===== config.mk =====
export PLATFORM = sky130hd
export DESIGN_NAME = dmag_cmp
export DESIGN_NICKNAME = d
export VERILOG_FILES = /design/src/rtl/dmag_pkg.sv /design/src/rtl/dmag_tlog.sv /design/src/rtl/dmag_lane.sv /design/src/rtl/dmag_rst_sync.sv /design/src/rtl/dmag_out_stage.sv /design/src/rtl/dmag_cmp.sv
export SDC_FILE = /design/constraint.sdc
export NUM_CORES = 1
export LEC_CHECK = 0
export ABC_CLOCK_PERIOD_IN_PS = 800
export BUFFER_PORTS_ARGS = -buffer_cell sky130_fd_sc_hd__buf_4
export CORE_AREA = 2 2 403 405
export CTS_BUF_LIST = sky130_fd_sc_hd__clkbuf_4 sky130_fd_sc_hd__clkbuf_8 sky130_fd_sc_hd__clkbuf_16
export DETAILED_ROUTE_END_ITERATION = 10
export DIE_AREA = 0 0 405 407
export GPL_ROUTABILITY_DRIVEN = 1
export GPL_TIMING_DRIVEN = 0
export SLEW_MARGIN = 20
export SYNTH_ARGS = -nofsm -noshare
export SYNTH_HDL_FRONTEND = slang
export SYNTH_HIERARCHICAL = 1
export SYNTH_SLANG_ARGS = --single-unit

===== constraint.sdc =====
create_clock -name clk -period 0.8 [get_ports clk]
set_input_delay 0.12 -clock clk [delete_from_list [all_inputs] [get_ports clk]]
set_output_delay 0.12 -clock clk [all_outputs]
set_load 0.01 [all_outputs]

===== src/rtl/dmag_pkg.sv =====
package dmag_pkg;

  typedef enum logic { PRED_LT = 1'b0, PRED_LE = 1'b1 } pred_e;

  // three-input bitwise function: out = sel ? x : y, index {sel,x,y}
  localparam logic [7:0] TT_SPLICE = 8'hCA;

  // selector that keeps the right operand's magnitude field and
  // takes the sign position from the left operand
  function automatic logic [63:0] keep_mag_sel(input int unsigned w);
    logic [63:0] r;
    r = '0;
    for (int i = 0; i < 64; i++)
      if (i < int'(w) - 1) r[i] = 1'b1;
    return r;
  endfunction

endpackage


===== src/rtl/dmag_tlog.sv =====
module dmag_tlog #(
  parameter int unsigned W  = 64,
  parameter logic [7:0]  TT = dmag_pkg::TT_SPLICE
) (
  input  logic [W-1:0] sel,
  input  logic [W-1:0] x,
  input  logic [W-1:0] y,
  output logic [W-1:0] f
);

  for (genvar i = 0; i < W; i++) begin : g_bit
    logic [2:0] idx;
    assign idx  = {sel[i], x[i], y[i]};
    assign f[i] = TT[idx];
  end

endmodule


===== src/rtl/dmag_lane.sv =====
module dmag_lane #(
  parameter int unsigned    W    = 64,
  parameter dmag_pkg::pred_e PRED = dmag_pkg::PRED_LT
) (
  input  logic [W-1:0] a,
  input  logic [W-1:0] b,
  output logic         hit
);

  localparam logic [63:0] SEL_FULL = dmag_pkg::keep_mag_sel(W);
  localparam logic [W-1:0] SEL     = SEL_FULL[W-1:0];

  logic [W-1:0] b_spliced;

  dmag_tlog #(.W(W), .TT(dmag_pkg::TT_SPLICE)) u_splice (
    .sel (SEL),
    .x   (b),
    .y   (a),
    .f   (b_spliced)
  );

  if (PRED == dmag_pkg::PRED_LE) begin : g_le
    assign hit = (a <= b_spliced);
  end else begin : g_lt
    assign hit = (a < b_spliced);
  end

endmodule


===== src/rtl/dmag_rst_sync.sv =====
module dmag_rst_sync (
  input  logic clk,
  input  logic rst_n,
  output logic rst_sync_n
);

  logic [1:0] stg_q;

  always_ff @(posedge clk or negedge rst_n) begin
    if (!rst_n) stg_q <= 2'b00;
    else        stg_q <= {stg_q[0], 1'b1};
  end

  assign rst_sync_n = stg_q[1];

endmodule


===== src/rtl/dmag_out_stage.sv =====
module dmag_out_stage #(
  parameter int unsigned LANES   = 8,
  parameter bit          OUT_REG = 1'b1
) (
  input  logic             clk,
  input  logic             rst_n,
  input  logic             in_valid,
  input  logic [LANES-1:0] mask_d,
  output logic             out_valid,
  output logic [LANES-1:0] mask_q
);

  if (OUT_REG) begin : g_reg
    logic             vld_q, vld_n;
    logic [LANES-1:0] msk_q, msk_n;
    logic             load_en;

    always_comb begin
      load_en = in_valid;
      vld_n   = in_valid;
      msk_n   = msk_q;
      if (load_en) msk_n = mask_d;
    end

    always_ff @(posedge clk or negedge rst_n) begin
      if (!rst_n) begin
        vld_q <= 1'b0;
        msk_q <= '0;
      end else begin
        vld_q <= vld_n;
        msk_q <= msk_n;
      end
    end

    assign out_valid = vld_q;
    assign mask_q    = msk_q;
  end else begin : g_comb
    assign out_valid = in_valid & rst_n;
    assign mask_q    = mask_d;
  end

endmodule


===== src/rtl/dmag_cmp.sv =====
module dmag_cmp #(
  parameter int unsigned     LANES   = 8,
  parameter int unsigned     LANE_W  = 64,
  parameter bit              OUT_REG = 1'b1,
  parameter dmag_pkg::pred_e PRED    = dmag_pkg::PRED_LT
) (
  input  logic                    clk,
  input  logic                    rst_n,
  input  logic                    in_valid,
  input  logic [LANES*LANE_W-1:0] opa,
  input  logic [LANES*LANE_W-1:0] opb,
  output logic                    out_valid,
  output logic [LANES-1:0]        lt_mask
);

  localparam int unsigned VEC_W = LANES * LANE_W;

  logic             rst_int_n;
  logic [LANES-1:0] lane_hit;

  dmag_rst_sync u_rst (
    .clk        (clk),
    .rst_n      (rst_n),
    .rst_sync_n (rst_int_n)
  );

  for (genvar k = 0; k < LANES; k++) begin : g_lane
    dmag_lane #(.W(LANE_W), .PRED(PRED)) u_lane (
      .a   (opa[k*LANE_W +: LANE_W]),
      .b   (opb[k*LANE_W +: LANE_W]),
      .hit (lane_hit[k])
    );
  end

  dmag_out_stage #(.LANES(LANES), .OUT_REG(OUT_REG)) u_out (
    .clk       (clk),
    .rst_n     (rst_int_n),
    .in_valid  (in_valid),
    .mask_d    (lane_hit),
    .out_valid (out_valid),
    .mask_q    (lt_mask)
  );

  if (VEC_W == 0) begin : g_never
    initial $display("empty vector");
  end

endmodule


==> impl_metrics.yaml, run 1 <==
sta:
  max_slew.worst_pin.slew_ns: 1.10
  period_share: 3.42
  hold_viol_final: 0
  setup_slack_ns: -1.94
  fmax_ghz: 0.366
  setup_violations: 17
  max_slew_margin: 0.265
  slew_viol_final: 0
  rsz0062_at_grt: "true"
  skew_ns: 0.0331
  post-route-min-period_ns: 2.74
  setup_tns_ns: -12.34
critical_path:
  endpoint_kind: "flop"
  critical_path_class: "in -> reg"
  required_ns: 0.98
  cp_data_arrival_time_ns: 2.91
  worstPathMaxFanout: 2
  crit_path_start_kind: "input port"
  reg2reg_slack_ns: -0.14
clock_tree:
  clock_sinks: 11
  cts-htree-levels: 1
  cts.reportedPaths.clkPinSlew_ns: 0.11
  cts_tree: "done"
  numCtsBuffers: 3
  clk_latency_ns: 0.32
  clock-root-buffer: "clkbuf_16"
  clock_path_buffers: 2
place:
  portBuffers: 1035
  placedCellCount: 6059
  dp_hpwl_mm: 102
  gp_congestion: 0.960
global_route:
  grt_pass1_wl_mm: 146
  grt_usage: 0.124
  use_met2: 0.210
  grt_start_max_net_pins: 9
  gr-usage-met3: 0.0226
  top_usage_layer: "met2"
  overflow: 0
  grt_pass1_vias: 21726
  antenna_found_initial: 46
  grt_util_met1: 0.158
final_layout:
  nets: 5455
  instances_no_fill: 6106
  multi_input_area_mm2: 0.0214
  drive_above_1_share: 0.443
  final_common_cell: "buf_4"
  syn2layout_area_growth_pct: 65.2
  fin_util: 0.216
  final_cell_mix: "buf_4, mux2_4, conb_1"
  fill_cells: 17763
  register_area_um2: 278
status:
  violations: "setup timing"
  outcome: "complete, but fails checks"
detailed_routing:
  drt-initial-drc-count: 913
  vias_per_cell: 3.60
  ant_nets: 0
  vias: 21958
  drc: 0
  firstDrtPassIters: 7
  wirelength_mm: 109
  wl_per_cell_um: 17.8
min_path:
  min_path_type: "reg -> async"
floorplan:
  row_count: 147
  die-area_mm2: 0.165
  pin_count: 1036
  die_w_um: 405
  die_h_um: 407
  initial_core_util: 0.131
  core_area_mm2: 0.160
yosys:
  synth_area_mm2: 0.0209
  synthFlopType: "dfrtp_1"
  ys_async_sr_fraction: 1.00
  synth_cells: 2364
  synth_top_family_by_area: "multiplexers"
  synth-edff-count: 0
  ys_ff_latch: 11
  ys.warnings.count: 6
  synth_xor_area_frac: 0
  ys_types: 46
  yosysSeqAreaShare: 0.0132
  muxShareOfSynthArea: 0.373
  synth-compound-area-share: 0.116
  syn_avg_cell_area_um2: 8.85
  synth_simple_gate_area_frac: 0.101
  synthAdderAreaFrac: 0.301
power_and_ir_drop:
  ir_worst_vdd_uv: 833
  power_leakage_nw: 19.4
  p_per_area_mw_per_mm2: 613
  total_power_mw: 21.2
flow_run:
  drv_cap: 0
==> cell usage after synthesis, types with 8 or more instances <==
cell type  count  share of area
inv_1        511          0.092
nand4_1       47          0.014
and4_1        31          0.013
conb_1        17         0.0031
nor4_1         8         0.0024
ha_1         504           0.30
and3_1         8         0.0024
dfrtp_1       11          0.013
a21oi_1      201          0.048
nand2_1      152          0.027
o21a_1         9         0.0032
nand2b_1      14         0.0042
nand3_1       49          0.012
o21ai_1       10         0.0024
o21ai_0       61          0.015
a31oi_1       15         0.0045
nor3_1         9         0.0022
nor2_1        55         0.0099
a211oi_1       8         0.0029
a21o_1        23         0.0083
mux2_4       520           0.37
a221o_1        9         0.0043
==> logic make-up after synthesis <==
logic type / after synthesis
adder cells (fa/ha/maj): 504
buffers and inverters: 512
AO/OA/AOI/OAI: 395
other: 17
flip-flops: 11
multiplexers: 520
AND/OR/NAND/NOR: 405
==> metrics by stage <==
step	area [um2]	hold WS [ns]	worst slack, ns
3_3_place_gp	33300	-0.0969	-4.08
5_1_grt	34500	0.152	-1.97
3_5_place_dp	33400	-0.0952	-3.51
6_report	34600	0.157	-1.94
2_1_floorplan	22800	-0.176	-1.10
4_1_cts	34100	0.147	-1.93
==> per-layer routing <==
metal	part of all wire	routed length, um	up-vias
met5	0.00018	20	-
met2	0.48	51700	701
met4	0.031	3390	4
met1	0.43	46900	10056
met3	0.062	6720	137
li1	-	-	11060
==> registers in the layout, summed over array words and instances (netlist names) <==
signal           flops
u_rst/stg_q          2
u_out/mask_q         8
u_out/out_valid      1
==> worst max-delay path: stages <==
cell,delay [ns]
buf_6,0.09
mux2_4,0.26
inv_4,0.06
ha_4,0.19
and4_4,0.34
nand3_4,0.19
o32a_4,0.42
nand4b_1,0.27
a31oi_2,0.14
buf_6,0.17
o31a_1,0.33
mux2_4,0.29
==> where the power goes <==
part / switching [mW] / internal [mW] / leakage (nW)
Combinational: 8.51 / 10.5 / 19.2
Sequential: 0.0928 / 0.654 / 0.118
Clock: 0.734 / 0.728 / 0.0417
Total: 9.33 / 11.9 / 19.4
==> worst paths after layout <==
| check | endpoint | startpoint | cells after the start |
|---|---|---|---|
| hold / removal | u_out/mask_q[6] | u_rst/stg_q[1] | 0 |
| setup / recovery | u_out/mask_q[2] | opb[143] | 12 |
| hold reg to reg | u_out/mask_q[6] | u_rst/stg_q[1] | 0 |
| min in group clk | u_rst/stg_q[1] | u_rst/stg_q[0] | 0 |
| setup reg to reg | u_out/mask_q[2] | u_out/mask_q[2] | 2 |
| max in group asynchronous | u_out/mask_q[5] | u_rst/stg_q[1] | 1 |
==> repair_timing <==
action,in CTS,in global routing
pin swaps,36,31
endpoints found under the setup margin,17,17
hold buffers,2,0
endpoints found under the hold margin,3,0
gates resized for setup,104,72
buffers inserted,15,3
==> area by class of cell <==
cell class	instances	area share
Tap cell	2160	0.0782
Timing Repair Buffer	1059	0.233
Inverter	511	0.0560
Multi-Input combinational cell	2337	0.620
Buffer	1	0.000326
Clock buffer	4	0.00239
Antenna cell	23	0.00167
Sequential cell	11	0.00804
Power figures use the tool's default switching activity.
==> run 2, diff against run 1 <==
--- a/config.mk
+++ b/config.mk
@@ -13,6 +13,7 @@
 export DIE_AREA = 0 0 405 407
 export GPL_ROUTABILITY_DRIVEN = 1
 export GPL_TIMING_DRIVEN = 0
+export RECOVER_POWER = 25
 export SLEW_MARGIN = 20
 export SYNTH_ARGS = -nofsm -noshare
 export SYNTH_HDL_FRONTEND = slang
==> impl_metrics.yaml, run 2 (synthesized netlist as in run 1, its figures left out) <==
status:
  outcome: "complete, but fails checks"
  violations: "setup timing"
place:
  placedCellCount: 6059
  gp_congestion: 0.960
  dp_hpwl_mm: 102
  portBuffers: 1035
  placed_area_mm2: 0.0334
  post-place-ws_ns: -3.51
critical_path:
  crit_family: "compound AO/OA/AOI/OAI gates"
  max_stage_delay_ns: 0.42
  crit_path_start_kind: "input port"
  reg2reg_slack_ns: -0.14
  critical_path_class: "in -> reg"
  r2r_start: "u_out/mask_q[2]"
  path_buf_inv: 3
  cp_data_arrival_time_ns: 2.91
  required_ns: 0.98
  slowest_stage: "o32a_4"
  worstPathMaxFanout: 2
  worst-path-stages: 12
  endpoint_kind: "flop"
  path_cells: "buf_6, mux2_4, inv_4, ha_4, and4_4, nand3_4, o32a_4, nand4b_1, a31oi_2, buf_6, o31a_1, mux2_4"
  r2r_cells: 2
  r2r-end: "u_out/mask_q[2]"
final_layout:
  drive_above_1_share: 0.442
  nets: 5455
  multi_input_area_mm2: 0.0214
  instances_no_fill: 6106
  fill_cells: 17762
  fin_util: 0.216
  syn2layout_area_growth_pct: 65.2
  register_area_um2: 277
  fin_area_mm2: 0.0346
  final_common_cell: "buf_4"
  final_cell_mix: "buf_4, mux2_4, conb_1"
  largest_reg_flops: 8
power_and_ir_drop:
  power_leakage_nw: 19.4
  ir_worst_vdd_uv: 833
  p_per_area_mw_per_mm2: 613
sta:
  skew_ns: 0.0331
  max_slew_margin: 0.265
  rsz0062_at_grt: "true"
  setup_violations: 21
  post-route-min-period_ns: 2.74
  max_slew.worst_pin.slew_ns: 1.10
  slew_viol_final: 0
  setup_slack_ns: -1.94
  hold_viol_final: 0
  period_share: 3.42
  fmax_ghz: 0.366
clock_tree:
  clk_latency_ns: 0.32
  clock_sinks: 11
  cts_tree: "done"
  cts.reportedPaths.clkPinSlew_ns: 0.07
  clock-root-buffer: "clkbuf_16"
  clock_path_buffers: 2
  cts-htree-levels: 1
  numCtsBuffers: 3
floorplan:
  die_h_um: 407
  pin_count: 1036
  die_w_um: 405
  die-area_mm2: 0.165
  row_count: 147
  core_area_mm2: 0.160
  initial_core_util: 0.131
global_route:
  antenna_found_initial: 46
  grt_pass1_vias: 21726
  grt_start_max_net_pins: 9
  grt_pass1_wl_mm: 146
  grt_usage: 0.124
  overflow: 0
detailed_routing:
  drt-initial-drc-count: 913
  firstDrtPassIters: 7
  ant_nets: 0
  vias_per_cell: 3.60
  wirelength_mm: 109
  drc: 0
  wl_per_cell_um: 17.8
  vias: 21958
min_path:
  min_path_type: "in -> async"
flow_run:
  drv_cap: 0
run 2: cell types whose count changed in the layout (fill, tap and decap cells not counted), sizes merged:
cell,previous run,this run
clkbuf,4,5
buf,1058,1057
run 2: per-layer routing:
| metal | track usage | part of all wire | up-vias |
|---|---|---|---|
| met3 | 0.0226 | 0.062 | 137 |
| met1 | 0.158 | 0.43 | 10056 |
| li1 | - | - | 11060 |
| met2 | 0.210 | 0.48 | 701 |
| met4 | 0.0396 | 0.031 | 4 |
| met5 | 0 | 0.00018 | - |
run 2: final cells by class:
cell class / count / share of cell area
clock buffer: 4 / 0.00239
multi-input combinational: 2337 / 0.620
antenna: 23 / 0.00167
timing repair buffer: 1059 / 0.233
buffer: 1 / 0.000326
sequential: 11 / 0.00800
inverter: 511 / 0.0560
tap: 2160 / 0.0782
run 2: what timing repair did:
item                                   CTS  global route
pin swaps                               36            31
endpoints found under the hold margin    3             0
buffers inserted                        15             3
gates resized for setup                104            72
setup endpoints to repair               17            17
hold buffers                             2             0
run 2: worst max path at each step:
stage	from	to	slack (ns)
floorplan	opb[407]	u_out/mask_q[6]	-1.10
detailed placement	opb[79]	u_out/mask_q[1]	-3.51
finish	opb[143]	u_out/mask_q[2]	-1.94
CTS	opb[79]	u_out/mask_q[1]	-1.93
global placement	opb[129]	u_out/mask_q[2]	-4.08
global route	opb[79]	u_out/mask_q[1]	-1.97
run 2: metrics by stage:
stage	setup TNS (ns)	hold slack (ns)	power, mW
2_1_floorplan	-8.48	-0.176	10.6
3_3_place_gp	-27.51	-0.0969	18.2
3_5_place_dp	-18.06	-0.0952	18.6
4_1_cts	-12.59	0.147	21.1
5_1_grt	-13.41	0.164	23.4
6_report	-12.41	0.167	21.2
run 2: power by group:
group	switching, mW	internal (mW)
Clock	0.734	0.728
Combinational	8.51	10.5
Sequential	0.0928	0.653
Total	9.33	11.8
